[src/rtl/rh_port_pkg.sv]
package rh_port_pkg;

   typedef enum logic [2:0] {
      SQ_IDLE,
      SQ_RESET,
      SQ_PULSE,
      SQ_EOP,
      SQ_SYNC
   } seq_st_t;

   // status bit positions decoded by host software
   localparam int ST_CONN   = 0;
   localparam int ST_ENAB   = 1;
   localparam int ST_SUSP   = 2;
   localparam int ST_OCUR   = 3;
   localparam int ST_RSTG   = 4;
   localparam int ST_PWR_ON = 8;
   localparam int ST_PWR_OF = 9;

   // change flag vector: index within the vector, base bit in the word
   localparam int CHG_N    = 5;
   localparam int CHG_BASE = 16;
   localparam int CH_CONN  = 0;
   localparam int CH_ENAB  = 1;
   localparam int CH_SUSP  = 2;
   localparam int CH_OCUR  = 3;
   localparam int CH_RSTG  = 4;

endpackage

[src/rtl/rh_seq_timer.sv]
module rh_seq_timer
   import rh_port_pkg::*;
#(
   parameter int RESET_MS  = 10,
   parameter int RESUME_MS = 20,
   parameter int RESYNC_MS = 3,
   parameter int EOP_CLKS  = 3
) (
   input  logic clk,
   input  logic rst_n,
   input  logic tick_ms,
   input  logic start_reset_i,
   input  logic start_resume_i,
   input  logic abort_i,
   output logic busy_o,
   output logic rst_act_o,
   output logic res_act_o,
   output logic eop_act_o,
   output logic rst_done_o,
   output logic res_done_o
);

   localparam int MAX_A = (RESET_MS > RESUME_MS) ? RESET_MS : RESUME_MS;
   localparam int MAX_B = (RESYNC_MS > EOP_CLKS) ? RESYNC_MS : EOP_CLKS;
   localparam int MAXD  = (MAX_A > MAX_B) ? MAX_A : MAX_B;
   localparam int CW    = $clog2(MAXD + 1);

   generate
      if (RESET_MS < 1 || RESUME_MS < 1 || RESYNC_MS < 1 || EOP_CLKS < 1) begin : g_bad_len
         $error("rh_seq_timer: every duration must be at least 1");
      end
   endgenerate

   seq_st_t       st_q;
   logic [CW-1:0] cnt_q;
   logic          rst_last, pulse_last, eop_last, sync_last;

   assign rst_last   = cnt_q == CW'(RESET_MS - 1);
   assign pulse_last = cnt_q == CW'(RESUME_MS - 1);
   assign eop_last   = cnt_q == CW'(EOP_CLKS - 1);
   assign sync_last  = cnt_q == CW'(RESYNC_MS - 1);

   always_ff @(posedge clk or negedge rst_n) begin
      if (!rst_n) begin
         st_q  <= SQ_IDLE;
         cnt_q <= '0;
      end else if (abort_i) begin
         st_q  <= SQ_IDLE;
         cnt_q <= '0;
      end else begin
         unique case (st_q)
            SQ_IDLE: begin
               cnt_q <= '0;
               if (start_reset_i)       st_q <= SQ_RESET;
               else if (start_resume_i) st_q <= SQ_PULSE;
            end
            SQ_RESET: if (tick_ms) begin
               if (rst_last) begin st_q <= SQ_IDLE; cnt_q <= '0; end
               else cnt_q <= cnt_q + 1'b1;
            end
            SQ_PULSE: if (tick_ms) begin
               if (pulse_last) begin st_q <= SQ_EOP; cnt_q <= '0; end
               else cnt_q <= cnt_q + 1'b1;
            end
            SQ_EOP: begin
               if (eop_last) begin st_q <= SQ_SYNC; cnt_q <= '0; end
               else cnt_q <= cnt_q + 1'b1;
            end
            SQ_SYNC: if (tick_ms) begin
               if (sync_last) begin st_q <= SQ_IDLE; cnt_q <= '0; end
               else cnt_q <= cnt_q + 1'b1;
            end
            default: begin st_q <= SQ_IDLE; cnt_q <= '0; end
         endcase
      end
   end

   assign busy_o     = st_q != SQ_IDLE;
   assign rst_act_o  = st_q == SQ_RESET;
   assign res_act_o  = st_q == SQ_PULSE;
   assign eop_act_o  = st_q == SQ_EOP;
   assign rst_done_o = (st_q == SQ_RESET) && tick_ms && rst_last && !abort_i;
   assign res_done_o = (st_q == SQ_SYNC) && tick_ms && sync_last && !abort_i;

   // the end-of-packet phase follows the resume pulse unless aborted
   a_r7_eop_follows_pulse: assert property (@(posedge clk) disable iff (!rst_n)
      ($fell(res_act_o) && !$past(abort_i)) |-> eop_act_o);

   // a reset phase is left only by completion or abort
   a_r5_reset_exit: assert property (@(posedge clk) disable iff (!rst_n)
      $fell(rst_act_o) |-> ($past(rst_done_o) || $past(abort_i)));

endmodule

[src/rtl/rh_chg_bits.sv]
module rh_chg_bits #(
   parameter int N = 5
) (
   input  logic         clk,
   input  logic         rst_n,
   input  logic [N-1:0] set_i,
   input  logic [N-1:0] hw_clr_i,
   input  logic [N-1:0] sw_clr_i,
   output logic [N-1:0] q_o
);

   generate
      if (N < 1) begin : g_bad_n
         $error("rh_chg_bits: N must be at least 1");
      end
      for (genvar g = 0; g < N; g++) begin : g_flag
         logic flag_q;
         always_ff @(posedge clk or negedge rst_n) begin
            if (!rst_n)                        flag_q <= 1'b0;
            else if (set_i[g])                 flag_q <= 1'b1;
            else if (hw_clr_i[g] || sw_clr_i[g]) flag_q <= 1'b0;
         end
         assign q_o[g] = flag_q;

         // a flag rises only on a hardware set
         a_r3_set_only_hw: assert property (@(posedge clk) disable iff (!rst_n)
            $rose(q_o[g]) |-> $past(set_i[g]));
         // writing 1 clears when no set competes
         a_r3_w1c: assert property (@(posedge clk) disable iff (!rst_n)
            (sw_clr_i[g] && !set_i[g]) |=> !q_o[g]);
         // with no clear request a set flag holds
         a_r3_hold: assert property (@(posedge clk) disable iff (!rst_n)
            (q_o[g] && !sw_clr_i[g] && !hw_clr_i[g]) |=> q_o[g]);
      end
   endgenerate

endmodule

[src/rtl/rh_port_status.sv]
module rh_port_status
   import rh_port_pkg::*;
#(
   parameter int RESET_MS  = 10,
   parameter int RESUME_MS = 20,
   parameter int RESYNC_MS = 3,
   parameter int EOP_CLKS  = 3
) (
   input  logic        clk,
   input  logic        rst_n,
   input  logic        tick_ms,
   input  logic        wr_en,
   input  logic [31:0] wr_data,
   output logic [31:0] rd_data,
   input  logic        dev_connect,
   input  logic        dev_lowspeed,
   input  logic        overcur,
   input  logic        per_port_oc,
   input  logic        hw_disable,
   output logic        bus_reset_o,
   output logic        resume_o,
   output logic        eop_o,
   output logic        irq_o
);

   localparam int DW = 32;

   logic [DW-1:0]    w;
   logic             ccs_q, enab_q, susp_q, ocur_q, pwr_q, lowspd_q;
   logic             disc_evt, conn_evt;
   logic             start_reset, start_resume;
   logic             busy, rst_act, res_act, eop_act, rst_done, res_done;
   logic [CHG_N-1:0] chg_set, chg_hwclr, chg_swclr, chg_q;
   logic             unused_wbits;

   assign w            = wr_en ? wr_data : '0;
   assign unused_wbits = ^{w[31:21], w[15:10], w[7:5]};

   assign conn_evt     = dev_connect != ccs_q;
   assign disc_evt     = ccs_q && !dev_connect;
   assign start_reset  = w[ST_RSTG] && ccs_q && !busy && !disc_evt;
   assign start_resume = w[ST_OCUR] && susp_q && !busy && !disc_evt;

   rh_seq_timer #(
      .RESET_MS (RESET_MS),
      .RESUME_MS(RESUME_MS),
      .RESYNC_MS(RESYNC_MS),
      .EOP_CLKS (EOP_CLKS)
   ) u_seq (
      .clk           (clk),
      .rst_n         (rst_n),
      .tick_ms       (tick_ms),
      .start_reset_i (start_reset),
      .start_resume_i(start_resume),
      .abort_i       (disc_evt),
      .busy_o        (busy),
      .rst_act_o     (rst_act),
      .res_act_o     (res_act),
      .eop_act_o     (eop_act),
      .rst_done_o    (rst_done),
      .res_done_o    (res_done)
   );

   always_ff @(posedge clk or negedge rst_n) begin
      if (!rst_n) begin
         ccs_q    <= 1'b0;
         enab_q   <= 1'b0;
         susp_q   <= 1'b0;
         ocur_q   <= 1'b0;
         pwr_q    <= 1'b0;
         lowspd_q <= 1'b0;
      end else begin
         ccs_q    <= dev_connect;
         lowspd_q <= dev_connect && dev_lowspeed;
         ocur_q   <= overcur;

         if (disc_evt || hw_disable)    enab_q <= 1'b0;
         else if (rst_done)             enab_q <= 1'b1;
         else if (w[ST_CONN])           enab_q <= 1'b0;
         else if (w[ST_ENAB] && ccs_q)  enab_q <= 1'b1;

         if (disc_evt || res_done || rst_done)       susp_q <= 1'b0;
         else if (w[ST_SUSP] && enab_q && !busy)     susp_q <= 1'b1;

         if (w[ST_PWR_ON])      pwr_q <= 1'b1;
         else if (w[ST_PWR_OF]) pwr_q <= 1'b0;
      end
   end

   always_comb begin
      chg_set            = '0;
      chg_set[CH_CONN]   = conn_evt || (w[ST_RSTG] && !ccs_q);
      chg_set[CH_ENAB]   = enab_q && (disc_evt || hw_disable);
      chg_set[CH_SUSP]   = res_done;
      chg_set[CH_OCUR]   = per_port_oc && (overcur != ocur_q);
      chg_set[CH_RSTG]   = rst_done;
      chg_hwclr          = '0;
      chg_hwclr[CH_SUSP] = rst_done;
      chg_swclr          = w[CHG_BASE +: CHG_N];
   end

   rh_chg_bits #(.N(CHG_N)) u_chg (
      .clk     (clk),
      .rst_n   (rst_n),
      .set_i   (chg_set),
      .hw_clr_i(chg_hwclr),
      .sw_clr_i(chg_swclr),
      .q_o     (chg_q)
   );

   always_comb begin
      rd_data                       = '0;
      rd_data[ST_CONN]              = ccs_q;
      rd_data[ST_ENAB]              = enab_q;
      rd_data[ST_SUSP]              = susp_q;
      rd_data[ST_OCUR]              = ocur_q;
      rd_data[ST_RSTG]              = rst_act;
      rd_data[ST_PWR_ON]            = pwr_q;
      rd_data[ST_PWR_OF]            = lowspd_q;
      rd_data[CHG_BASE +: CHG_N]    = chg_q;
   end

   assign bus_reset_o = rst_act;
   assign resume_o    = res_act;
   assign eop_o       = eop_act;
   assign irq_o       = |chg_q;

   // interrupt tracks the readable change field
   a_r12_irq_or: assert property (@(posedge clk) disable iff (!rst_n)
      irq_o == (rd_data[20:16] != 5'd0));
   // reset completion clears the resume-complete flag
   a_r5_prsc_clears_pssc: assert property (@(posedge clk) disable iff (!rst_n)
      $rose(chg_q[CH_RSTG]) |-> (!chg_q[CH_SUSP] && !rst_act));
   // the enable change flag rises only with a hardware loss of enable
   a_r9_pesc_on_hw_loss: assert property (@(posedge clk) disable iff (!rst_n)
      $rose(chg_q[CH_ENAB]) |-> $fell(enab_q));
   // disconnect disables and flags the connect change
   a_r10_disconnect: assert property (@(posedge clk) disable iff (!rst_n)
      (ccs_q && !dev_connect) |=> (!enab_q && chg_q[CH_CONN] && !rst_act && !res_act));
   // reset request without a device only flags the connect change
   a_r4_no_device: assert property (@(posedge clk) disable iff (!rst_n)
      (wr_en && wr_data[ST_RSTG] && !ccs_q) |=> (chg_q[CH_CONN] && !rst_act));
   // per-port overcurrent changes are flagged
   a_r11_ocic: assert property (@(posedge clk) disable iff (!rst_n)
      (per_port_oc && (overcur != ocur_q)) |=> chg_q[CH_OCUR]);
   // suspend only on an enabled port
   a_r6_susp_needs_enable: assert property (@(posedge clk) disable iff (!rst_n)
      $rose(susp_q) |-> $past(enab_q));

endmodule

[config.mk]
export PLATFORM = sky130hd
export DESIGN_NAME = rh_port_status
export DESIGN_NICKNAME = d
export VERILOG_FILES = /design/src/rtl/rh_port_pkg.sv /design/src/rtl/rh_seq_timer.sv /design/src/rtl/rh_chg_bits.sv /design/src/rtl/rh_port_status.sv
export SDC_FILE = /design/constraint.sdc
export NUM_CORES = 1
export LEC_CHECK = 0
export ABC_AREA = 1
export BUFFER_PORTS_ARGS = -buffer_cell sky130_fd_sc_hd__buf_2
export CAP_MARGIN = 20
export CORE_ASPECT_RATIO = 0.7
export CORE_MARGIN = 2
export CORE_UTILIZATION = 40
export CTS_BUF_LIST = sky130_fd_sc_hd__clkbuf_4 sky130_fd_sc_hd__clkbuf_8
export DETAILED_ROUTE_END_ITERATION = 8
export PLACE_DENSITY = 0.73
export SYNTH_ARGS = -nofsm -noshare
export SYNTH_HDL_FRONTEND = slang
export SYNTH_SLANG_ARGS = --single-unit
[constraint.sdc]
create_clock -name clk -period 3.55 [get_ports clk]
set_input_delay 0.5325 -clock clk [delete_from_list [all_inputs] [get_ports clk]]
set_output_delay 0.5325 -clock clk [all_outputs]
set_load 0.03 [all_outputs]
==> results.md <==
- DR DRC count: 0
- RSZ-0062 raised after global routing: no
- Gp weighted congestion: about 0.86
- Initial antenna violation count: 0
- CTS Buf Count: 3
- Initial drt markers: between 100 and 150
- Sw Ratio: 48.0%
- Area contributors post-synth: dfrtp_1 (34%), buf_4 (17%), nand2_1 (12%)
- Critical Path AT: 1.30 ns
- Worst R2R End: u_seq.st_q[2]$_DFFE_PN0P_
- CP endpoint kind: output pin
- Clk pwr share: between 10% and 20%
- Row count: 18
- Nets: ~260
- Clock Tree Buf Depth: 2
- GRT overflow: 0
- Vias per cell: about 4.5
- Yosys reg bits: 19
- Pint: about 460 uW
- Max_cap viols: 0
- Clock-pin slew on the worst setup and hold paths: about 0.070 ns
- R2R Path Start: ccs_q$_DFF_PN0_
- Mapped Cells: roughly 190
- CP max FO: 6
- Die Height: about 54 um
- Post-CTS setup buffers: 0
- Netlist Area Pre-Place: 0.00141 mm2
- Core area: between 0.003 and 0.004 mm2
- Number of global-route vias before repair: around 890
- Routed len/inst: 10.2 um
- Hold Crit Class: in2async
- Initial Util: about two fifths
- Sequential share of power: around a third
- Setup ws final: approximately 1.7 ns
- Status: complete, no violations
- DP Worst Slack: around 1.7 ns
- Fin crit period: between 1.5 and 2 ns
- Cell area after layout: ~0.0015 mm2
- Gr usage total: between 10% and 20%
- Post-Syn Area per Cell: 7.36 um2
- # clock sinks: 19
- Final Hold Viols: 0
- Worst EP required: 3.02 ns
- Area after DPL: around 0.0015 mm2
- R2R depth: 8
- # diodes: 0
- Period utilization: roughly 52%
- Pins Over Slew Limit: 0
- Io pins: 77
- TritonRoute pass-1 iters: 4
- Seq/Total Area, Yosys: between 30% and 40%
- Final Total Pwr: ~890 uW
- Area growth syn-to-layout: 8.24%
- Global-route wire length before repair: between 4 and 5 mm
- CTS tree: built
- Synth top area share: 33.7%
- Hold_buf cts: 0
- Net Switching: around 430 uW
- CTS root buf: clkbuf_8
- Worst-skew pair later-pin latency: ~0.26 ns
- Combinational Power Share: 48.5%
- CP Class: reg2out
- Vias: roughly 1200
- Lkg Pwr: 0.884 nW
- Final wirelength: ~2.7 mm
- YS warnings: 0
- CP Launch Type: flop
- Final Skew: between 0.001 and 0.0015 ns
- Max VDD drop: 0.203 mV
- # H-tree levels: 1
- Fraction of layout cells with a size suffix above 1: 24.8%
- Largest net degree at the start of global routing: 20
- Cts repair resizes: 0
- Synth unique cells: 27
- Pwr per Cell Area: roughly 580 mW/mm2
- Setup-failing EPs final: 0
- Post-synth top area cell: dfrtp_1
- Post-DP HPWL: 2.20 mm
- Die Wd: between 70 and 80 um
- I/O Buffers: 36
- Flop-to-flop setup slack: between 1.5 and 2 ns
- DIE AREA: 0.00403 mm2
- FMAX: around 550 MHz
- Setup total negative slack: 0 ns
- Final ANT Viol Nets: 0
## logic make-up after synthesis
logic type / share of synthesized area [%]
DFF: 33.7
xor gates and xnor gates: 0.620
buffers and inverters: 22.1
adders and majority gates: 3.54
and+or+nand+nor: 33.9
other: 0.265
AOI/OAI and AO/OA: 5.93
## registers in the layout, summed over array words and instances, names as in the netlist
signal               cells
u_seq.cnt_q              5
ocur_q                   1
lowspd_q                 1
enab_q                   1
u_chg.g_flag.flag_q      5
u_seq.st_q               3
pwr_q                    1
susp_q                   1
ccs_q                    1
## placed cells by master (no fill, tap or decap), drive strengths merged
master and count:
a21oi 3, a22o 2, a32o 1, a41oi 1, and3 1, buf 36
clkbuf 3, clkinv 1, conb 20, dfrtp 19, ha 4, inv 18
nand2 51, nand3 26, nand3b 1, nand4 3, nor2 16, nor3 3
o21a 1, o21ai 5, or2 2, xor2 1
## critical path, cell delays in order, from the launching register on
cell and delay (ns):
dfrtp_1 0.46, inv_2 0.14, nand3_1 0.12, inv_2 0.11
buf_2 0.21
## synthesized netlist by cell type
cell and number:
conb_1 1, o21ai_1 1, nand3b_1 1, clkbuf_1 1, and3_1 1, dfrtp_1 19, nor2_2 2, nor2_1 14
o21ai_0 4, inv_2 3, inv_1 15, nand3_4 1, xor2_1 1, o21a_1 1, nand2_1 47, nand4_1 3
nand3_2 2, a32o_1 1, buf_4 32, or2_2 2, nand2_2 4, a41oi_1 1, nand3_1 23, a21oi_1 3
ha_1 4, a22o_1 2, nor3_1 3
## worst max-delay path by stage
stage / end / slack [ns] / depth (start not counted) / from
after floorplan: u_seq.st_q[1]$_DFFE_PN0P_ / 1.96 / 9 / dev_connect
after global placement: u_seq.st_q[2]$_DFFE_PN0P_ / 1.64 / 10 / dev_connect
final: rd_data[4] / 1.72 / 4 / u_seq.st_q[2]$_DFFE_PN0P_
after global routing: rd_data[4] / 1.64 / 4 / u_seq.st_q[2]$_DFFE_PN0P_
after CTS: rd_data[4] / 1.73 / 4 / u_seq.st_q[2]$_DFFE_PN0P_
after detailed placement: u_seq.st_q[2]$_DFFE_PN0P_ / 1.65 / 10 / dev_connect
## layer usage
metal	track usage, %	up-vias	routed length, um
met3	3.56	5	195
met4	4.46	0	32
li1	-	621	-
met2	19.2	42	1160
met1	21.2	543	1340
met5	0	-	0
## power by group through the flow
stage | logic [mW] | registers [mW] | clock network [mW]
global route | 0.488 | 0.310 | 0.168
global placement | 0.429 | 0.306 | 0
detailed placement | 0.433 | 0.306 | 0
finish | 0.431 | 0.305 | 0.153
CTS | 0.434 | 0.302 | 0.159
floorplan | 0.376 | 0.293 | 0
## cell type report
| type | instances | area [um2] |
|---|---|---|
| clock buffers | 3 | 41.3 |
| clock inverters | 1 | 5.00 |
| fillers | 373 | 1920 |
| inverters | 18 | 67.6 |
| multi-input cells | 141 | 697 |
| flip-flops and latches | 19 | 475 |
| well taps | 50 | 62.6 |
| repair buffers | 36 | 180 |
## metrics by stage
step                std cells  utilization [%]  hold WS (ns)
floorplan                 211                -         0.237
global placement          264             43.0         0.491
detailed placement        264             43.0         0.487
CTS                       268             44.4         0.220
global route              268             44.4         0.227
finish                    268             44.4         0.204
No activity file was read; power rests on OpenSTA's default activity.
